===== src/rtl/irq_pkg.sv =====
package irq_pkg;
  localparam int NLINES   = 4;
  localparam int VEC_W    = 12;
  localparam logic [VEC_W-1:0] VEC_TOP = 12'hFF6;
  localparam int VEC_STEP = 2;

  // option register bit positions (software decodes these)
  localparam int OPT_GEN   = 7;
  localparam int OPT_T2EN  = 6;
  localparam int OPT_VSPOL = 5;
  localparam int OPT_PWPOL = 4;
  localparam int OPT_VSEN  = 3;
  localparam int OPT_PWEN  = 2;

  // vector of a line given its zero-based index (line number minus one)
  function automatic logic [VEC_W-1:0] line_vector(input int unsigned idx);
    return VEC_TOP - VEC_W'(VEC_STEP * idx);
  endfunction
endpackage


===== src/rtl/irq_sync2.sv =====
module irq_sync2 #(
  parameter int W = 2
) (
  input  logic         clk,
  input  logic         rst_n,
  input  logic [W-1:0] d,
  output logic [W-1:0] q
);
  logic [W-1:0] meta_q;

  always_ff @(posedge clk or negedge rst_n) begin
    if (!rst_n) begin
      meta_q <= '0;
      q      <= '0;
    end else begin
      meta_q <= d;
      q      <= meta_q;
    end
  end
endmodule


===== src/rtl/irq_edge_det.sv =====
module irq_edge_det (
  input  logic clk,
  input  logic rst_n,
  input  logic level,
  input  logic rise_sel,
  input  logic en,
  output logic hit
);
  logic prev_q;
  logic rise_ev;
  logic fall_ev;

  always_ff @(posedge clk or negedge rst_n) begin
    if (!rst_n) prev_q <= 1'b0;
    else        prev_q <= level;
  end

  assign rise_ev = level & ~prev_q;
  assign fall_ev = ~level & prev_q;
  assign hit     = en & (rise_sel ? rise_ev : fall_ev);

  AST_HIT_ONLY_ENABLED: assert property (@(posedge clk) disable iff (!rst_n)
    hit |-> en);
endmodule


===== src/rtl/irq_prio.sv =====
module irq_prio #(
  parameter int N  = 4,
  localparam int IW = (N > 1) ? $clog2(N) : 1
) (
  input  logic [N-1:0]  pend,
  output logic          any,
  output logic [IW-1:0] idx
);
  always_comb begin
    idx = '0;
    for (int i = N - 1; i >= 0; i--) begin
      if (pend[i]) idx = IW'(i);
    end
  end

  assign any = |pend;
endmodule


===== src/rtl/irq_mixed_ctrl.sv =====
module irq_mixed_ctrl
  import irq_pkg::*;
(
  input  logic        clk,
  input  logic        rst_n,
  input  logic        opt_we,
  input  logic [7:2]  opt_wdata,
  input  logic        pwr_clr,
  input  logic        t1_flag,
  input  logic        t1_mask,
  input  logic        t2_flag,
  input  logic        t2_mask,
  input  logic        vsync_pin,
  input  logic        pwr_pin,
  input  logic        ack_valid,
  input  logic [2:0]  ack_line,
  output logic        irq_req,
  output logic [11:0] irq_vec
);
  localparam int IW = (NLINES > 1) ? $clog2(NLINES) : 1;

  logic [7:2]        opt_q;
  logic [1:0]        pin_s;
  logic              vs_int;
  logic              vs_hit;
  logic              pw_hit;
  logic              ack_vs;
  logic              vs_flag;
  logic              pw_latch;
  logic              t1_req_n;
  logic              t2_req_n;
  logic              pwr_int_n;
  logic [NLINES-1:0] pend;
  logic              pend_any;
  logic [IW-1:0]     win_idx;

  // option register
  always_ff @(posedge clk or negedge rst_n) begin
    if (!rst_n)      opt_q <= '0;
    else if (opt_we) opt_q <= opt_wdata;
  end

  // pin synchronizers: bit 0 vsync, bit 1 power
  irq_sync2 #(.W(2)) u_sync (
    .clk   (clk),
    .rst_n (rst_n),
    .d     ({pwr_pin, vsync_pin}),
    .q     (pin_s)
  );

  // vsync: inverted copy of the pin, forced low when disabled
  assign vs_int = opt_q[OPT_VSEN] ? ~pin_s[0] : 1'b0;

  irq_edge_det u_vs_edge (
    .clk      (clk),
    .rst_n    (rst_n),
    .level    (vs_int),
    .rise_sel (opt_q[OPT_VSPOL]),
    .en       (opt_q[OPT_VSEN]),
    .hit      (vs_hit)
  );

  irq_edge_det u_pw_edge (
    .clk      (clk),
    .rst_n    (rst_n),
    .level    (pin_s[1]),
    .rise_sel (opt_q[OPT_PWPOL]),
    .en       (opt_q[OPT_PWEN]),
    .hit      (pw_hit)
  );

  assign ack_vs = ack_valid && (ack_line == 3'd2);

  // line-2 edge flag: a new edge wins over a same-cycle acknowledge
  always_ff @(posedge clk or negedge rst_n) begin
    if (!rst_n)      vs_flag <= 1'b0;
    else if (vs_hit) vs_flag <= 1'b1;
    else if (ack_vs) vs_flag <= 1'b0;
  end

  // power latch: software clear, a new edge wins
  always_ff @(posedge clk or negedge rst_n) begin
    if (!rst_n)       pw_latch <= 1'b0;
    else if (pw_hit)  pw_latch <= 1'b1;
    else if (pwr_clr) pw_latch <= 1'b0;
  end

  // low-active request levels as seen at each line
  assign t2_req_n  = ~(t2_flag & t2_mask);
  assign t1_req_n  = ~(t1_flag & t1_mask);
  assign pwr_int_n = ~(pw_latch & opt_q[OPT_PWEN]);

  assign pend[0] = ~t2_req_n & opt_q[OPT_T2EN];
  assign pend[1] = vs_flag;
  assign pend[2] = ~t1_req_n;
  assign pend[3] = ~pwr_int_n;

  irq_prio #(.N(NLINES)) u_prio (
    .pend (pend),
    .any  (pend_any),
    .idx  (win_idx)
  );

  assign irq_req = opt_q[OPT_GEN] & pend_any;
  assign irq_vec = irq_req ? line_vector(32'(win_idx)) : '0;

  AST_VS_HELD: assert property (@(posedge clk) disable iff (!rst_n)
    vs_flag && !ack_vs |=> vs_flag);
  AST_ACK_CLEARS: assert property (@(posedge clk) disable iff (!rst_n)
    vs_flag && ack_vs && !vs_hit |=> !vs_flag);
  AST_ACK_RACE_SET: assert property (@(posedge clk) disable iff (!rst_n)
    ack_vs && vs_hit |=> vs_flag);
  AST_PW_HELD: assert property (@(posedge clk) disable iff (!rst_n)
    pw_latch && !pwr_clr |=> pw_latch);
  AST_MASKED_KEEPS: assert property (@(posedge clk) disable iff (!rst_n)
    vs_flag && !opt_q[OPT_GEN] && !ack_valid |=> vs_flag);
  AST_VS_OFF_NOSTORE: assert property (@(posedge clk) disable iff (!rst_n)
    !vs_flag && !opt_q[OPT_VSEN] |=> !vs_flag);
  AST_TOP_WINS: assert property (@(posedge clk) disable iff (!rst_n)
    irq_req && pend[0] |-> irq_vec == 12'hFF6);
  AST_VEC_LEGAL: assert property (@(posedge clk) disable iff (!rst_n)
    irq_req |-> (irq_vec[0] == 1'b0) && (irq_vec >= 12'hFF0) && (irq_vec <= 12'hFF6));
endmodule


===== config.mk =====
export PLATFORM = sky130hd
export DESIGN_NAME = irq_mixed_ctrl
export DESIGN_NICKNAME = d
export VERILOG_FILES = /design/src/rtl/irq_pkg.sv /design/src/rtl/irq_sync2.sv /design/src/rtl/irq_edge_det.sv /design/src/rtl/irq_prio.sv /design/src/rtl/irq_mixed_ctrl.sv
export SDC_FILE = /design/constraint.sdc
export NUM_CORES = 1
export LEC_CHECK = 0
export ABC_AREA = 0
export BUFFER_PORTS_ARGS = -buffer_cell sky130_fd_sc_hd__clkbuf_2
export CAP_MARGIN = 5
export CORE_AREA = 3 3 43 45
export CTS_CLUSTER_DIAMETER = 120
export CTS_CLUSTER_SIZE = 28
export DETAILED_ROUTE_END_ITERATION = 7
export DIE_AREA = 0 0 46 48
export PLACE_DENSITY = 0.68
export SYNTH_ARGS = -nofsm -noshare
export SYNTH_HDL_FRONTEND = slang
export SYNTH_SLANG_ARGS = --single-unit

===== constraint.sdc =====
create_clock -name clk -period 1.7 [get_ports clk]
set_clock_uncertainty 0.05 [all_clocks]
set_input_delay 0.34 -clock clk [delete_from_list [all_inputs] [get_ports clk]]
set_output_delay 0.34 -clock clk [all_outputs]
set_load 0.05 [all_outputs]

==> results of run 1 <==
## what timing repair did
item / CTS / global route
buffers inserted: 2 / 0
hold endpoints to repair: 14 / 0
endpoints found under the setup margin: 9 / 11
gates resized for setup: 24 / 4
pin swaps: 0 / 1
hold buffers: 1 / 0
cloned: 1 / 0
## state kept, by name, summed over array words and instances (netlist names)
signal,cells
u_sync.meta_q,2
u_pw_edge.prev_q,1
opt_q,6
u_sync.q,2
pw_latch,1
u_vs_edge.prev_q,1
vs_flag,1
## cell usage in the layout (no fill, tap or decap), drive strengths merged
cell,n
clkbuf,31
a221o,1
a22o,1
nand2b,1
dfrtp,14
o31a,2
nand4bb,2
buf,5
nand3,1
and3,1
conb,2
nor2b,2
and3b,1
nand4b,1
mux2,6
dlygate4sd3,1
and4b,1
o21a,2
## per-stage QoR
| stage | instances | power [mW] | worst slack, ns | TNS, ns |
|---|---|---|---|---|
| after global placement | 83 | 0.695 | 0.0702 | 0 |
| after CTS | 91 | 1.06 | -0.139 | -1.24 |
| after global routing | 91 | 1.10 | -0.185 | -1.62 |
| final | 91 | 1.05 | -0.142 | -1.23 |
| after detailed placement | 83 | 0.701 | 0.0490 | 0 |
| after floorplan | 48 | 0.673 | 0.0493 | 0 |
## logic make-up (layout without fill, tap and decap cells)
logic type / after synthesis / after routing
DFF: 14 / 14
buffers and inverters: 11 / 37
and+or+nand+nor: 10 / 10
muxes: 6 / 6
AOI/OAI and AO/OA: 5 / 6
other: 1 / 2
## power groups by stage
stage | clock network (mW) | registers, mW | logic [mW]
3_5_place_dp | 0 | 0.394 | 0.306
3_3_place_gp | 0 | 0.392 | 0.303
6_report | 0.234 | 0.394 | 0.423
2_1_floorplan | 0 | 0.386 | 0.287
4_1_cts | 0.245 | 0.394 | 0.418
5_1_grt | 0.258 | 0.398 | 0.439
## area by class of cell
type	instances	share of cell area [%]
timing repair buffer	33	30.7
multi-input combinational	24	24.7
sequential	14	38.5
tap	16	2.19
clock buffer	4	3.97
## routing by layer
| metal | up-vias | track usage (%) | wire length (um) |
|---|---|---|---|
| li1 | 217 | - | - |
| met3 | 0 | 2.63 | 132 |
| met2 | 27 | 22.5 | 607 |
| met1 | 217 | 11.2 | 460 |
| met5 | - | 0 | 0 |
| met4 | 0 | 6.82 | 0 |
## worst min path at each step
stage | end | cells past startpoint | from
floorplan | opt_q[2] | 0 | rst_n
detailed placement | u_sync.meta_q[1] | 1 | rst_n
global route | u_sync.meta_q[1] | 1 | pwr_pin
global placement | u_sync.meta_q[1] | 1 | rst_n
CTS | u_sync.meta_q[1] | 1 | pwr_pin
finish | u_sync.meta_q[0] | 1 | vsync_pin
## critical path: stages (launching register included)
cell      delay (ns)
dfrtp_1         0.39
a22o_1          0.27
o31a_4          0.33
clkbuf_8        0.19
==> out/metrics.cfg, run 1 <==
[yosys]
ys_top_cells_by_area = dfrtp_1, buf_4, mux2_2
ys.flop_type = dfrtp_1
synthArstFlopShare_pct = 100
ys_types = 17
ys_ff_latch = 14
synth.yosys.warnings = 0
synth_cells = 47
synth-compound-area-share_pct = 6.81
yosysSeqAreaShare_pct = 56.1
syn_avg_cell_area_um2 = 13.3
synthMostInstantiatedCell = dfrtp_1
synth-simple-area-share_pct = 12.8
synth-xor-area-share_pct = 0
syn_area_um2 = 624
synth_edf_count = 0
synth_common_cells = dfrtp_1, buf_4, mux2_2
synth_top_family_by_area = simple AND/OR/NAND/NOR gates
synth.top_cell.area_share_pct = 56.1
synth_fa_ha_area_share_pct = 0
yosysTopAreaCell = dfrtp_1
synth.area.mux_share_pct = 10.8

[worst_setup_path]
rr_worst_depth = 2
rrSetupSlack_ns = 0.70
cp-end-kind = output port
required_ns = 1.31
crit_end = irq_vec[10]
arrival_ns = 1.45
reg2reg_from = opt_q[3]
critPathKind = reg -> out
path_max_fanout = 5
critPathLaunchType = flop
worstSetupStartpoint = opt_q[2]
reg2reg_to = vs_flag

[detailed_routing]
routed_wl_um = 1200
vias = 461
wl_per_cell_um = 13.2
remaining_drc_errors = 0
final_antenna_net_count = 0
drtIter0Drc = 4
viasPerCell = 5.07
dr.pass1.iters = 2

[final_layout]
multi_input_area_um2 = 225
drive_above_1_share_pct = 61.3
final_design_area_no_fill_um2 = 913
nNetsFinal = 96
fill_cells = 127
regArea_um2 = 352
utilization_pct = 60.6
syn_to_final_growth_pct = 46.3
diodes = 0

[sta]
setup_violations = 9
worst_slack_ns = -0.142
fin_hold_ws_ns = 0.117
fin_crit_ns = 1.84
timing.final.crit_share_pct = 108
fmaxAchievable_mhz = 543
slew_violations = 0
rsz0062_at_grt = true
hold_violations = 0

[die]
pin_count = 33
std_cell_rows = 14
start_util_pct = 41.4
die_y_um = 48
core-area_um2 = 1510
die_w_um = 46
die-area_um2 = 2210

[grt]
gr-total-overflow = 0
grt_antenna_before_repair = 0
grt_pass1_wl_um = 1780
grt_max_degree = 15
track_usage_pct = 11.7
grt_pass1_vias = 443

[clock_network]
cts_buffers = 3
cts-root-buf = clkbuf_4
clock_latency_ns = 0.27
clkTransAtPathRegs_ns = 0.08
cts_sinks = 14
clockBufferDepth = 2
h-tree-depth = 1
cts_tree = done

[power_and_ir_drop]
power_frac_seq_pct = 37.5
powerDensity_nw_per_um2 = 1150
pwr-share-clk_pct = 22.2
p_int_mw = 0.678
p_sw_share_pct = 35.4
p_sw_mw = 0.372
power.leakage_nw = 0.454
p_comb_share_pct = 40.3
ir_drop_mv = 0.598

[place]
dp_hpwl_um = 833
place_congestion = 0.625
io_buffer_count = 30
dpl_cell_area_um2 = 719

[flow_run]
drv_cap = 0

[run_status]
status = finished with violations
violations = setup timing

[worst_hold_path]
hold_path_class = in -> reg

No activity file was read; power rests on OpenSTA's default activity.
==> inputs of run 2 (changes only) <==
==> constraint.sdc (replaced) <==
create_clock -name clk -period 1.7 [get_ports clk]
set_clock_uncertainty 0.05 [all_clocks]
set_input_delay 0.085 -clock clk [delete_from_list [all_inputs] [get_ports clk]]
set_output_delay 0.085 -clock clk [all_outputs]
set_load 0.05 [all_outputs]
==> run 2 against run 1 <==
The run now ends clean. Fmax grew 14%. Total power shrank 11%. Combinational power shrank 25%. Non-clock buffer count grew 5. Flip-flop and latch count is the same. Routed wire length shrank 13%. Largest power group is now sequential cells. First-iteration DRC count shrank 50%.
==> out/metrics.cfg, run 2 (synthesized netlist as in run 1, its figures left out) <==
[run_status]
status = completed  ; was finished with violations

[worst_setup_path]
required_ns = 1.56  ; was 1.31 ns
critPathKind = reg -> out  ; unchanged
critPathLaunchType = flop  ; unchanged
path_max_fanout = 9  ; was 5
cp-end-kind = output port  ; unchanged
arrival_ns = 1.48  ; was 1.45 ns

[clock_network]
clkTransAtPathRegs_ns = 0.08  ; about the same
clock_latency_ns = 0.27  ; about the same
cts_buffers = 3  ; unchanged
h-tree-depth = 1  ; unchanged
cts-root-buf = clkbuf_4  ; unchanged
cts_tree = done  ; unchanged
cts_sinks = 14  ; unchanged
post_cts_buffers = 0  ; was 2
clockBufferDepth = 2  ; unchanged

[place]
place_congestion = 0.622  ; was 0.625
io_buffer_count = 30  ; unchanged
dp_cells = 83  ; unchanged
pre_cts_ws_ns = 0.366  ; was 0.0490 ns

[detailed_routing]
viasPerCell = 4.79  ; was 5.07
remaining_drc_errors = 0  ; unchanged
vias = 455  ; was 461
dr.pass1.iters = 2  ; unchanged
drtIter0Drc = 2  ; was 4
routed_wl_um = 1040  ; was 1200 um
final_antenna_net_count = 0  ; unchanged
wl_per_cell_um = 11.0  ; was 13.2 um

[final_layout]
syn_to_final_growth_pct = 33.7  ; was 46.3%
final_common_cell = clkbuf_2  ; unchanged
largest_reg_flops = 6  ; unchanged
drive_above_1_share_pct = 50.6  ; was 61.3%
regArea_um2 = 350  ; was 352 um^2
utilization_pct = 55.4  ; was 60.6%
regMostFlops = opt_q  ; unchanged
diodes = 0  ; unchanged
nNetsFinal = 100  ; was 96
layout_common_cells = clkbuf_2, dfrtp_1, dlygate4sd3_1  ; was clkbuf_2, dfrtp_1, clkbuf_8
multi_input_area_um2 = 198  ; was 225 um^2
fill_cells = 135  ; was 127
fin_cells = 95  ; was 91
reg_top3 = opt_q x6, u_sync.meta_q x2, u_sync.q x2  ; unchanged

[die]
start_util_pct = 41.4  ; unchanged
pin_count = 33  ; unchanged
core-area_um2 = 1510  ; unchanged
die_y_um = 48  ; unchanged
die_w_um = 46  ; unchanged
die-area_um2 = 2210  ; unchanged
std_cell_rows = 14  ; unchanged

[grt]
gr-total-overflow = 0  ; unchanged
grt_pass1_vias = 447  ; was 443
track_usage_pct = 11.0  ; was 11.7%
grt_antenna_before_repair = 0  ; unchanged
grt_pass1_wl_um = 1710  ; was 1780 um
grt_max_degree = 15  ; unchanged

[flow_run]
drv_cap = 0  ; unchanged

[power_and_ir_drop]
ir_drop_mv = 0.459  ; was 0.598 mV
finalPower_mw = 0.931  ; was 1.05 mW
powerDensity_nw_per_um2 = 1120  ; was 1150 nW/um^2
power.leakage_nw = 0.426  ; was 0.454 nW

[sta]
hold_violations = 0  ; unchanged
fmaxAchievable_mhz = 618  ; was 543 MHz
setup_violations = 0  ; was 9
timing.final.crit_share_pct = 95.2  ; was 108%
fin_crit_ns = 1.62  ; was 1.84 ns
rsz0062_at_grt = false  ; was true
worst_slack_ns = 0.0822  ; was -0.142 ns
slew_violations = 0  ; unchanged
fin_tns_setup_ns = 0  ; was -1.23 ns

[worst_hold_path]
hold_path_class = in -> reg  ; unchanged

==> run 2: cell count changes in the layout (fill, tap and decap cells not counted), sizes merged <==
cell | before | now
dlygate4sd3 | 1 | 8
o31a | 2 | 1
clkbuf | 31 | 32
buf | 5 | 2
==> run 2: report_power, final <==
group	internal (mW)	switching, mW
logic	0.0928	0.223
registers	0.364	0.0229
clock network	0.130	0.0977
total	0.587	0.344
==> run 2: cell type report <==
type / count / area share [%]
Timing Repair Buffer: 38 / 27.6
Sequential cell: 14 / 42.0
Clock buffer: 4 / 4.35
Multi-Input combinational cell: 23 / 23.7
Tap cell: 16 / 2.40
==> run 2: critical path, cell delays in order, from the launching register on <==
cell and delay (ns):
dfrtp_1 0.41, a22o_1 0.21, o31a_1 0.32, clkbuf_2 0.27
==> run 2: routing by layer <==
layer / routed length, um / GRT usage [%] / vias up
met4: 0 / 5.11 / 0
met2: 485 / 20.3 / 27
met5: 0 / 0 / -
met1: 432 / 11.8 / 210
li1: - / - / 218
met3: 124 / 2.63 / 0
==> run 2: through the flow <==
stage,cell area [um^2],hold WS (ns)
3_5_place_dp,718,-0.0499
3_3_place_gp,718,-0.0512
5_1_grt,835,0.0178
4_1_cts,835,0.00436
2_1_floorplan,628,-0.261
6_report,835,0.0165
==> run 2: path summary, 6_finish.rpt <==
kind | start | endpoint | slack, ns | cells after the start
min | pwr_clr | pw_latch | 0.02 | 3
min in group asynchronous | rst_n | u_sync.meta_q[1] | 0.18 | 2
max reg2reg | opt_q[3] | vs_flag | 0.68 | 2
max in group asynchronous | rst_n | opt_q[6] | 1.17 | 2
min reg2reg | u_sync.meta_q[0] | u_sync.q[0] | 0.30 | 0
max | opt_q[2] | irq_vec[10] | 0.08 | 3
==> run 2: repair_timing <==
| item | 4_1_cts | 5_1_grt |
|---|---|---|
| endpoints found under the setup margin | 0 | 9 |
| resized for setup | 0 | 2 |
| hold buffers | 8 | 0 |
| endpoints found under the hold margin | 21 | 0 |
